File: src/rtl/vseq_pkg.sv
package vseq_pkg;
  localparam int XLEN_D  = 32;
  localparam int AW_D    = 5;
  localparam int MAXVL_D = 16;
  localparam int NOPND   = 3;
  // operand slot positions inside the packed operand buses
  localparam int SLOT_DST  = 0;
  localparam int SLOT_SRC1 = 1;
  localparam int SLOT_SRC2 = 2;
endpackage

File: src/rtl/vseq_ctrl.sv
module vseq_ctrl #(
  parameter  int MAXVL = vseq_pkg::MAXVL_D,
  localparam int VLW   = $clog2(MAXVL + 1),
  localparam int IW    = (MAXVL > 1) ? $clog2(MAXVL) : 1
) (
  input  logic           clk,
  input  logic           rst_n,
  input  logic           start,
  input  logic [VLW-1:0] vlen,
  output logic           accept,
  output logic           issue,
  output logic [IW-1:0]  idx,
  output logic           wr_stage,
  output logic           busy,
  output logic           done
);
  logic           run_q, wv_q, wlast_q, zdone_q;
  logic [IW-1:0]  idx_q, last_q;
  logic [VLW-1:0] n_eff;

  assign n_eff  = (vlen > VLW'(MAXVL)) ? VLW'(MAXVL) : vlen;
  assign busy   = run_q | wv_q;
  assign accept = start & ~busy & ~zdone_q;

  always_ff @(posedge clk or negedge rst_n) begin
    if (!rst_n) begin
      run_q   <= 1'b0;
      idx_q   <= '0;
      last_q  <= '0;
      zdone_q <= 1'b0;
      wv_q    <= 1'b0;
      wlast_q <= 1'b0;
    end else begin
      zdone_q <= 1'b0;
      if (accept) begin
        if (n_eff == '0) begin
          zdone_q <= 1'b1;
        end else begin
          run_q  <= 1'b1;
          idx_q  <= '0;
          last_q <= IW'(n_eff - VLW'(1));
        end
      end else if (run_q) begin
        idx_q <= idx_q + IW'(1);
        if (idx_q == last_q) run_q <= 1'b0;
      end
      wv_q    <= run_q;
      wlast_q <= run_q && (idx_q == last_q);
    end
  end

  assign issue    = run_q;
  assign idx      = idx_q;
  assign wr_stage = wv_q;
  assign done     = (wv_q & wlast_q) | zdone_q;

  p_done_single_r1: assert property (@(posedge clk) disable iff (!rst_n)
    done |=> !done);

  p_busy_hold_r10: assert property (@(posedge clk) disable iff (!rst_n)
    (busy && !done) |=> busy);
endmodule

File: src/rtl/vseq_offsets.sv
module vseq_offsets #(
  parameter int AW   = vseq_pkg::AW_D,
  parameter int NOPS = vseq_pkg::NOPND
) (
  input  logic                    clk,
  input  logic                    rst_n,
  input  logic                    accept,
  input  logic                    issue,
  input  logic [NOPS-1:0][AW-1:0] base_in,
  input  logic [NOPS-1:0]         vec_in,
  output logic [NOPS-1:0][AW-1:0] addr
);
  for (genvar g = 0; g < NOPS; g++) begin : g_op
    logic [AW-1:0] base_q, off_q;
    logic          vec_q;

    always_ff @(posedge clk or negedge rst_n) begin
      if (!rst_n) begin
        base_q <= '0;
        off_q  <= '0;
        vec_q  <= 1'b0;
      end else if (accept) begin
        base_q <= base_in[g];
        vec_q  <= vec_in[g];
        off_q  <= '0;
      end else if (issue && vec_q) begin
        off_q <= off_q + AW'(1);
      end
    end

    // wraps modulo 2^AW
    assign addr[g] = base_q + off_q;

    p_scalar_reuse_r4: assert property (@(posedge clk) disable iff (!rst_n)
      (issue && $past(issue) && !vec_q) |-> $stable(addr[g]));
  end
endmodule

File: src/rtl/vseq_alu.sv
module vseq_alu #(
  parameter int XLEN = vseq_pkg::XLEN_D,
  parameter int AW   = vseq_pkg::AW_D
) (
  input  logic            clk,
  input  logic            rst_n,
  input  logic            issue,
  input  logic [AW-1:0]   raddr1,
  input  logic [AW-1:0]   raddr2,
  input  logic            wr_en,
  input  logic [AW-1:0]   wr_addr,
  input  logic [XLEN-1:0] wr_data,
  input  logic [XLEN-1:0] rdata1,
  input  logic [XLEN-1:0] rdata2,
  output logic [XLEN-1:0] sum
);
  // A read issued on the same edge as a write returns the old value;
  // capture the value being written so the next element sees it.
  logic            byp1_q, byp2_q;
  logic [XLEN-1:0] bd1_q, bd2_q;
  logic [XLEN-1:0] op1, op2;

  always_ff @(posedge clk or negedge rst_n) begin
    if (!rst_n) begin
      byp1_q <= 1'b0;
      byp2_q <= 1'b0;
      bd1_q  <= '0;
      bd2_q  <= '0;
    end else begin
      byp1_q <= issue && wr_en && (wr_addr == raddr1);
      byp2_q <= issue && wr_en && (wr_addr == raddr2);
      bd1_q  <= wr_data;
      bd2_q  <= wr_data;
    end
  end

  assign op1 = byp1_q ? bd1_q : rdata1;
  assign op2 = byp2_q ? bd2_q : rdata2;
  assign sum = op1 + op2;
endmodule

File: src/rtl/vec_elem_seq.sv
module vec_elem_seq #(
  parameter  int XLEN  = vseq_pkg::XLEN_D,
  parameter  int AW    = vseq_pkg::AW_D,
  parameter  int MAXVL = vseq_pkg::MAXVL_D,
  localparam int VLW   = $clog2(MAXVL + 1),
  localparam int IW    = (MAXVL > 1) ? $clog2(MAXVL) : 1
) (
  input  logic             clk,
  input  logic             rst_n,
  input  logic             start,
  input  logic [VLW-1:0]   vlen,
  input  logic [MAXVL-1:0] pred_mask,
  input  logic [AW-1:0]    rd_base,
  input  logic             rd_vec,
  input  logic [AW-1:0]    rs1_base,
  input  logic             rs1_vec,
  input  logic [AW-1:0]    rs2_base,
  input  logic             rs2_vec,
  output logic             busy,
  output logic             done,
  output logic             rf_re,
  output logic [AW-1:0]    rf_raddr1,
  output logic [AW-1:0]    rf_raddr2,
  input  logic [XLEN-1:0]  rf_rdata1,
  input  logic [XLEN-1:0]  rf_rdata2,
  output logic             rf_we,
  output logic [AW-1:0]    rf_waddr,
  output logic [XLEN-1:0]  rf_wdata
);
  import vseq_pkg::*;

  logic                     accept, issue, wr_stage;
  logic [IW-1:0]            idx;
  logic [NOPND-1:0][AW-1:0] base_bus, addr_bus;
  logic [NOPND-1:0]         vec_bus;
  logic [MAXVL-1:0]         mask_q;
  logic [AW-1:0]            wa_q;
  logic                     wp_q;
  logic [XLEN-1:0]          sum;

  vseq_ctrl #(.MAXVL(MAXVL)) u_ctrl (
    .clk(clk), .rst_n(rst_n), .start(start), .vlen(vlen),
    .accept(accept), .issue(issue), .idx(idx), .wr_stage(wr_stage),
    .busy(busy), .done(done)
  );

  always_comb begin
    base_bus[SLOT_DST]  = rd_base;
    base_bus[SLOT_SRC1] = rs1_base;
    base_bus[SLOT_SRC2] = rs2_base;
    vec_bus[SLOT_DST]   = rd_vec;
    vec_bus[SLOT_SRC1]  = rs1_vec;
    vec_bus[SLOT_SRC2]  = rs2_vec;
  end

  vseq_offsets #(.AW(AW), .NOPS(NOPND)) u_offs (
    .clk(clk), .rst_n(rst_n), .accept(accept), .issue(issue),
    .base_in(base_bus), .vec_in(vec_bus), .addr(addr_bus)
  );

  // write stage: destination and predicate follow the read by one cycle
  always_ff @(posedge clk or negedge rst_n) begin
    if (!rst_n) begin
      mask_q <= '0;
      wa_q   <= '0;
      wp_q   <= 1'b0;
    end else begin
      if (accept) mask_q <= pred_mask;
      if (issue) begin
        wa_q <= addr_bus[SLOT_DST];
        wp_q <= mask_q[idx];
      end
    end
  end

  assign rf_re     = issue;
  assign rf_raddr1 = addr_bus[SLOT_SRC1];
  assign rf_raddr2 = addr_bus[SLOT_SRC2];
  assign rf_we     = wr_stage & wp_q & (wa_q != '0);
  assign rf_waddr  = wa_q;
  assign rf_wdata  = sum;

  vseq_alu #(.XLEN(XLEN), .AW(AW)) u_alu (
    .clk(clk), .rst_n(rst_n), .issue(issue),
    .raddr1(rf_raddr1), .raddr2(rf_raddr2),
    .wr_en(rf_we), .wr_addr(rf_waddr), .wr_data(rf_wdata),
    .rdata1(rf_rdata1), .rdata2(rf_rdata2), .sum(sum)
  );

  p_we_busy_r5: assert property (@(posedge clk) disable iff (!rst_n)
    rf_we |-> busy);

  p_no_zero_write_r8: assert property (@(posedge clk) disable iff (!rst_n)
    rf_we |-> (rf_waddr != '0));

  p_write_after_read_r6: assert property (@(posedge clk) disable iff (!rst_n)
    rf_we |-> $past(rf_re));

  p_idle_quiet_r9: assert property (@(posedge clk) disable iff (!rst_n)
    !busy |-> (!rf_re && !rf_we));
endmodule

File: config.mk
export PLATFORM = sky130hd
export DESIGN_NAME = vec_elem_seq
export DESIGN_NICKNAME = d
export VERILOG_FILES = /design/src/rtl/vseq_pkg.sv /design/src/rtl/vseq_ctrl.sv /design/src/rtl/vseq_offsets.sv /design/src/rtl/vseq_alu.sv /design/src/rtl/vec_elem_seq.sv
export SDC_FILE = /design/constraint.sdc
export NUM_CORES = 1
export LEC_CHECK = 0
export CAP_MARGIN = 40
export CORE_MARGIN = 4
export CORE_UTILIZATION = 35
export CTS_CLUSTER_SIZE = 25
export DETAILED_ROUTE_END_ITERATION = 6
export PLACE_DENSITY = 0.55
export SLEW_MARGIN = 15
export SYNTH_ARGS = -nofsm -noshare
export SYNTH_HDL_FRONTEND = slang
export SYNTH_SLANG_ARGS = --single-unit
File: constraint.sdc
create_clock -name clk -period 6.5 [get_ports clk]
set_input_delay 1.625 -clock clk [delete_from_list [all_inputs] [get_ports clk]]
set_output_delay 1.625 -clock clk [all_outputs]
set_load 0.01 [all_outputs]
==> results of run 1 <==
[cell type report]
type,count,area [µm²]
multi-input combinational,488,4160
antenna,1,2.50
tap,265,332
timing repair buffer,184,1780
clock inverter,7,73.8
fill,1849,10200
clock buffer,9,225
sequential,101,2530
inverter,14,52.6
[worst paths after layout]
path	from	end	slack, ps	cells after the start
worst max-delay path	rf_rdata1[19]	rf_wdata[31]	150	10
worst min-delay path	mask_q[4]	mask_q[4]	500	1
worst max register to register	u_alu.byp2_q	u_alu.bd1_q[26]	3120	10
worst min register to register	mask_q[4]	mask_q[4]	500	1
max in group asynchronous	rst_n	u_offs.g_op[2].vec_q	4160	3
min in group asynchronous	rst_n	u_alu.bd1_q[5]	1210	1
[power breakdown]
part           internal [mW]  leakage (nW)  total [mW]  switching (mW)
sequential             0.914          1.22        1.15           0.232
combinational           1.08          2.58        2.00           0.917
clock                  0.274         0.141       0.550           0.276
total                   2.27          3.94        3.69            1.43
[routing by layer]
| layer | GRT usage, % | wire [µm] | up-vias |
|---|---|---|---|
| li1 | - | - | 2651 |
| met1 | 22.6 | 8360 | 2671 |
| met2 | 28.1 | 8970 | 135 |
| met3 | 3.29 | 826 | 15 |
| met4 | 3.56 | 265 | 0 |
| met5 | 0 | 0 | - |
[synth_stat cells, types with 3 or more instances]
library cell  instances  area (µm²)
a211o_1               4        35.0
a211oi_1              5        37.5
a21o_1               26         195
a21oi_1              37         185
a31oi_1              10        62.6
and2_1                6        37.5
and3_1                6        37.5
buf_2                14        70.1
buf_4                10        75.1
clkbuf_1             16        60.1
dfrtp_1             101        2530
fa_1                  4        80.1
ha_1                 49         613
inv_1                14        52.6
mux2_2               98        1100
mux4_1                3        78.8
nand2_1              31         116
nand3_1              15        75.1
nand4_1              10        62.6
nor2_1               32         120
nor3_1                6        30.0
nor4_1                3        18.8
o211ai_1              5        37.5
o21a_1                7        52.6
o21ai_0              13        65.1
o21ai_1               4        20.0
o221ai_1              4        35.0
xnor2_1              37         324
xor2_1               36         315
[flip-flops by register name, summed over array words and instances, names as in the netlist, 3 cells and up]
signal              count
mask_q                 16
rf_waddr                5
u_alu.bd1_q            32
u_ctrl.idx              4
u_ctrl.last_q           4
u_offs.g_op.base_q     15
u_offs.g_op.off_q      15
u_offs.g_op.vec_q       3
[stage by stage]
step	utilization (%)	setup TNS (ps)	hold WS [ps]	cell area, µm²	setup WS [ps]
after floorplan	-	0	469	6900	1130
after global placement	45.1	-560	484	8750	-188
after detailed placement	45.2	-998	490	8770	-225
after CTS	46.8	0	508	9080	3.87
after global routing	47.2	-5.40	516	9150	-5.40
final	47.2	0	504	9150	155
[logic make-up after synthesis]
group,Yosys count
XOR/XNOR,73
flip-flops,101
buffers and inverters,57
AO/OA/AOI/OAI,135
AND/OR/NAND/NOR,121
adder cells (fa/ha/maj),53
multiplexers,106
[what timing repair did]
item,in CTS,in global routing
pin swaps,2,2
setup buffers,0,2
cloned,0,0
endpoints found under the setup margin,10,11
resized for setup,12,14
==> impl_metrics.ini, run 1 <==
[logic_synthesis]
syn-cell-area_mm2 = 0.00690
synth_xor_area_share_pct = 9.26
synth_simple_gate_area_share_pct = 8.68
synth_flop_cell = dfrtp_1
synth_top_family_by_area = multiplexers
ys_seq_elements = 101
ys_types = 60
synthArstFlopShare_pct = 100
synth_warnings = 0
synth_edf_count = 0
synth_compound_area_share_pct = 13.1
syn_avg_cell_area_um2 = 10.7
syn_nets = 805
seq_area_frac_synth_pct = 36.6
synth_fa_ha_area_share_pct = 10.0
syn_inst = 646
synth.mux.area_fraction_pct = 18.3

[placed_design]
hpwl_um = 14600
gp_congestion = 0.863
port-buffer-count = 156
dp_cells = 1049

[cts]
postCtsHoldBufs = 0
cts_root_buffer = clkbuf_16
insertion_delay_ps = 350
cts_tree = built
clockBufferDepth = 2
clk_pin_slew_ps = 80
ctsHtreeMaxLevel = 3
cts.sinks = 101
cts_made_buffers = 9

[critical_path]
crit_type = in2out
worst_ep_required_time_ps = 4880
crit_path_max_fanout = 8
path_buf_inv = 2
cp_cell_sequence = clkdlybuf4s50_1 -> mux2_2 -> ha_1 -> nand4_2 -> or3_1 -> o221ai_1 -> a22oi_2 -> o21ai_1 -> xnor2_1 -> clkdlybuf4s50_1
cpMostUsedCell = clkdlybuf4s50_1
slowest_stage = clkdlybuf4s50_1
cp-end-kind = output port
arrival_ps = 4720
critPathMaxStageDelay_ps = 570
cpLargestDelayFamily = buffers and inverters
crit_path_start_kind = primary input

[sta]
rsz0062_at_grt = true
drv_slew = 0
post-route-period-util_pct = 97.6
finalHoldViolCount = 0
post-route-min-period_ps = 6350
worstMarginPinSlew_ps = 590
maxSlewHeadroom_pct = 60.1
max_freq_mhz = 158
setup_viol = 0
fin_worst_skew_ps = 13.0

[route]
vias = 5472
initialDrtViolationCount = 157
routedWlPerCell_um = 17.2
viasPerCell = 5.12
drtAntennaViolNets = 0
routed_wl_um = 18400
firstDrtPassIters = 4
drc = 0

[worst_hold_path]
hp-class = reg2reg

[grt]
grt_pass1_vias = 5724
grt_pass1_wl_um = 29700
gr-total-overflow = 0
grt_usage_pct = 16.8
antenna_found_initial = 1
grt_max_degree = 42

[die]
die_w_um = 148
start_util_pct = 35.6
die_h_um = 148
num_io_pins = 157
fp.coreArea_mm2 = 0.0194
die-area_mm2 = 0.0220
rows = 51

[power_and_ir_drop]
finalPower_mw = 3.69
p_per_area_mw_per_mm2 = 404
p_leak_nw = 3.94
irDropWorstVdd_mv = 0.159

[cells_and_area]
fin_nets = 957
final_common_cell = clkdlybuf4s50_1
drive_above_1_share_pct = 20.4
areaGrowthSynthToFinish_pct = 32.6
final_cell_mix = 145 x clkdlybuf4s50_1, 101 x dfrtp_1, 98 x mux2_2
fin_cells = 1069

[status]
status = complete, no violations

[flow_run]
maxCapViolations = 0
(Power assumes the default switching activity.)
==> run 2: changes to the inputs <==
- CORE_UTILIZATION: 35 -> 45
- CTS_BUF_LIST: not set -> sky130_fd_sc_hd__clkbuf_4 sky130_fd_sc_hd__clkbuf_8 sky130_fd_sc_hd__clkbuf_16
- PLACE_DENSITY: 0.55 -> 0.69
==> run 2 against run 1 <==
Core utilization up 13 points. Count of clock-buffer cells in the layout is 3 higher. Die area fell by 21%. Flip-flop and latch count unchanged. Power is 0.97% lower. Critical path type unchanged. Critical endpoint unchanged. Largest cell class unchanged. Largest power group unchanged. Highest routed layer unchanged.
==> impl_metrics.ini, run 2 (synthesis results as in run 1) <==
[placed_design]
gp_congestion = 0.931
placed_area_mm2 = 0.00865
hpwl_um = 13300
port-buffer-count = 156

[cells_and_area]
areaGrowthSynthToFinish_pct = 30.7
top_register = u_alu.bd1_q
fin_nets = 953
largestRegisters = u_alu.bd1_q: 32 flops, mask_q: 16 flops
largest_reg_flops = 32
regArea_mm2 = 0.00253
fillers = 1245
final_common_cell = clkdlybuf4s50_1
final_cell_mix = 145 x clkdlybuf4s50_1, 101 x dfrtp_1, 98 x mux2_2
final_util_pct = 59.8
multi_input_area_mm2 = 0.00414
drive_above_1_share_pct = 19.5
fin_area_mm2 = 0.00902

[route]
firstDrtPassIters = 4
drc = 0
viasPerCell = 5.59
routed_wl_um = 17300
initialDrtViolationCount = 266
vias = 5514
routedWlPerCell_um = 17.6
drtAntennaViolNets = 0

[sta]
post-route-period-util_pct = 97.8
drv_slew = 0
max_freq_mhz = 157
worstMarginPinSlew_ps = 840
maxSlewHeadroom_pct = 44.0
post-route-min-period_ps = 6360
rsz0062_at_grt = true
setup_viol = 0
finalHoldViolCount = 0
fin_worst_skew_ps = 9.53

[worst_hold_path]
min-delay-start = mask_q[6]
hp-class = reg2reg
hold_path_depth = 1
min_to = mask_q[6]

[die]
fp.coreArea_mm2 = 0.0151
rows = 45
die_h_um = 132
die-area_mm2 = 0.0174
start_util_pct = 45.7
die_w_um = 132
num_io_pins = 157

[grt]
grt_usage_pct = 20.0
gr-total-overflow = 0
grt_pass1_vias = 5822
antenna_found_initial = 1
grt_pass1_wl_um = 28800
grt_max_degree = 65

[power_and_ir_drop]
netSwitchingFraction_pct = 37.8
p_int_mw = 2.27
clock_power_share_pct = 14.8
p_seq_share_pct = 32.0
p_switching_mw = 1.38
p_per_area_mw_per_mm2 = 406
p_leak_nw = 3.96
irDropWorstVdd_mv = 0.265
combPwrFrac_pct = 53.3

[flow_run]
maxCapViolations = 0

[critical_path]
regToRegStartpoint = u_alu.byp1_q
slowest_stage = clkdlybuf4s50_1
r2r_cells = 9
crit_path_max_fanout = 6
cpMostUsedCell = clkdlybuf4s50_1
worst_ep_required_time_ps = 4880
arrival_ps = 4730
crit_type = in2out
crit_path_start_kind = primary input
r2r_slack_ps = 3040
cp_cell_sequence = clkdlybuf4s50_1 -> mux2_2 -> ha_1 -> a211o_1 -> a211oi_1 -> o221ai_1 -> a22oi_1 -> o21ai_1 -> xnor2_1 -> clkdlybuf4s50_1
r2r-end = u_alu.bd1_q[26]
cp-end-kind = output port
critPathMaxStageDelay_ps = 570
startpoint = rf_rdata2[16]

[cts]
cts_made_buffers = 9
ctsHtreeMaxLevel = 3
post-cts-setup-buffers = 0
cts_tree = built
cts_root_buffer = clkbuf_16
clk_pin_slew_ps = 70
insertion_delay_ps = 350
cts.sinks = 101
clockBufferDepth = 2

[status]
status = complete, no violations
## run 2: changes by cell type in the layout (fill, tap and decap cells not counted), moves of 3 or more
cell            previous run  this run
dlymetal6s2s_1             2         7
buf_4                     27        24
dlygate4sd2_1              6         3
inv_6                      0         3
inv_8                      3         0
## run 2: routing by layer
metal  part of all wire [%]  vias up  global-route usage (%)
li1                       -     2647                       -
met1                     45     2692                    26.3
met2                     49      155                    34.6
met3                    4.4       20                    2.52
met4                    1.4        0                    5.83
met5                      0        -                       0
## run 2: critical path, delay by kind of cell
family,cells,cell delay (ps)
buffers and inverters,2,980
AO/OA/AOI/OAI,5,1230
multiplexers,1,270
adder cells (fa/ha/maj),1,380
XOR/XNOR,1,230
## run 2: power groups by stage
stage,Clock [mW],Sequential [mW],Combinational [mW]
finish,0.541,1.17,1.95
CTS,0.556,1.17,1.96
global placement,0,1.16,1.91
floorplan,0,1.08,1.37
global route,0.576,1.21,2.15
detailed placement,0,1.18,1.94
## run 2: stage by stage
step	total power, mW	cells	hold slack, ps	setup slack, ps	setup TNS (ps)
2_1_floorplan	2.45	646	469	1130	0
3_3_place_gp	3.07	970	483	-150	-282
3_5_place_dp	3.13	970	488	-205	-617
4_1_cts	3.69	985	505	-0.699	-0.699
5_1_grt	3.93	987	520	-11.2	-11.2
6_report	3.66	987	508	142	0
## run 2: worst max path at each step
stage	endpoint	slack, ps
2_1_floorplan	rf_wdata[26]	1130
3_3_place_gp	rf_wdata[26]	-150
3_5_place_dp	rf_wdata[26]	-200
4_1_cts	rf_wdata[24]	-0.7
5_1_grt	rf_wdata[30]	-10
6_report	rf_wdata[31]	140
## run 2: area by class of cell
type	count	share of cell area [%]
antenna	1	0.0277
clock buffer	12	2.89
clock inverter	3	0.291
inverter	14	0.583
multi-input combinational	488	45.9
sequential	101	28.0
tap	188	2.61
timing repair buffer	180	19.7
## run 2: repair_timing
item / CTS / global route
cloned: 0 / 0
pin swaps: 1 / 4
resized for setup: 6 / 12
endpoints found under the setup margin: 9 / 10
hold buffers: 0 / 0
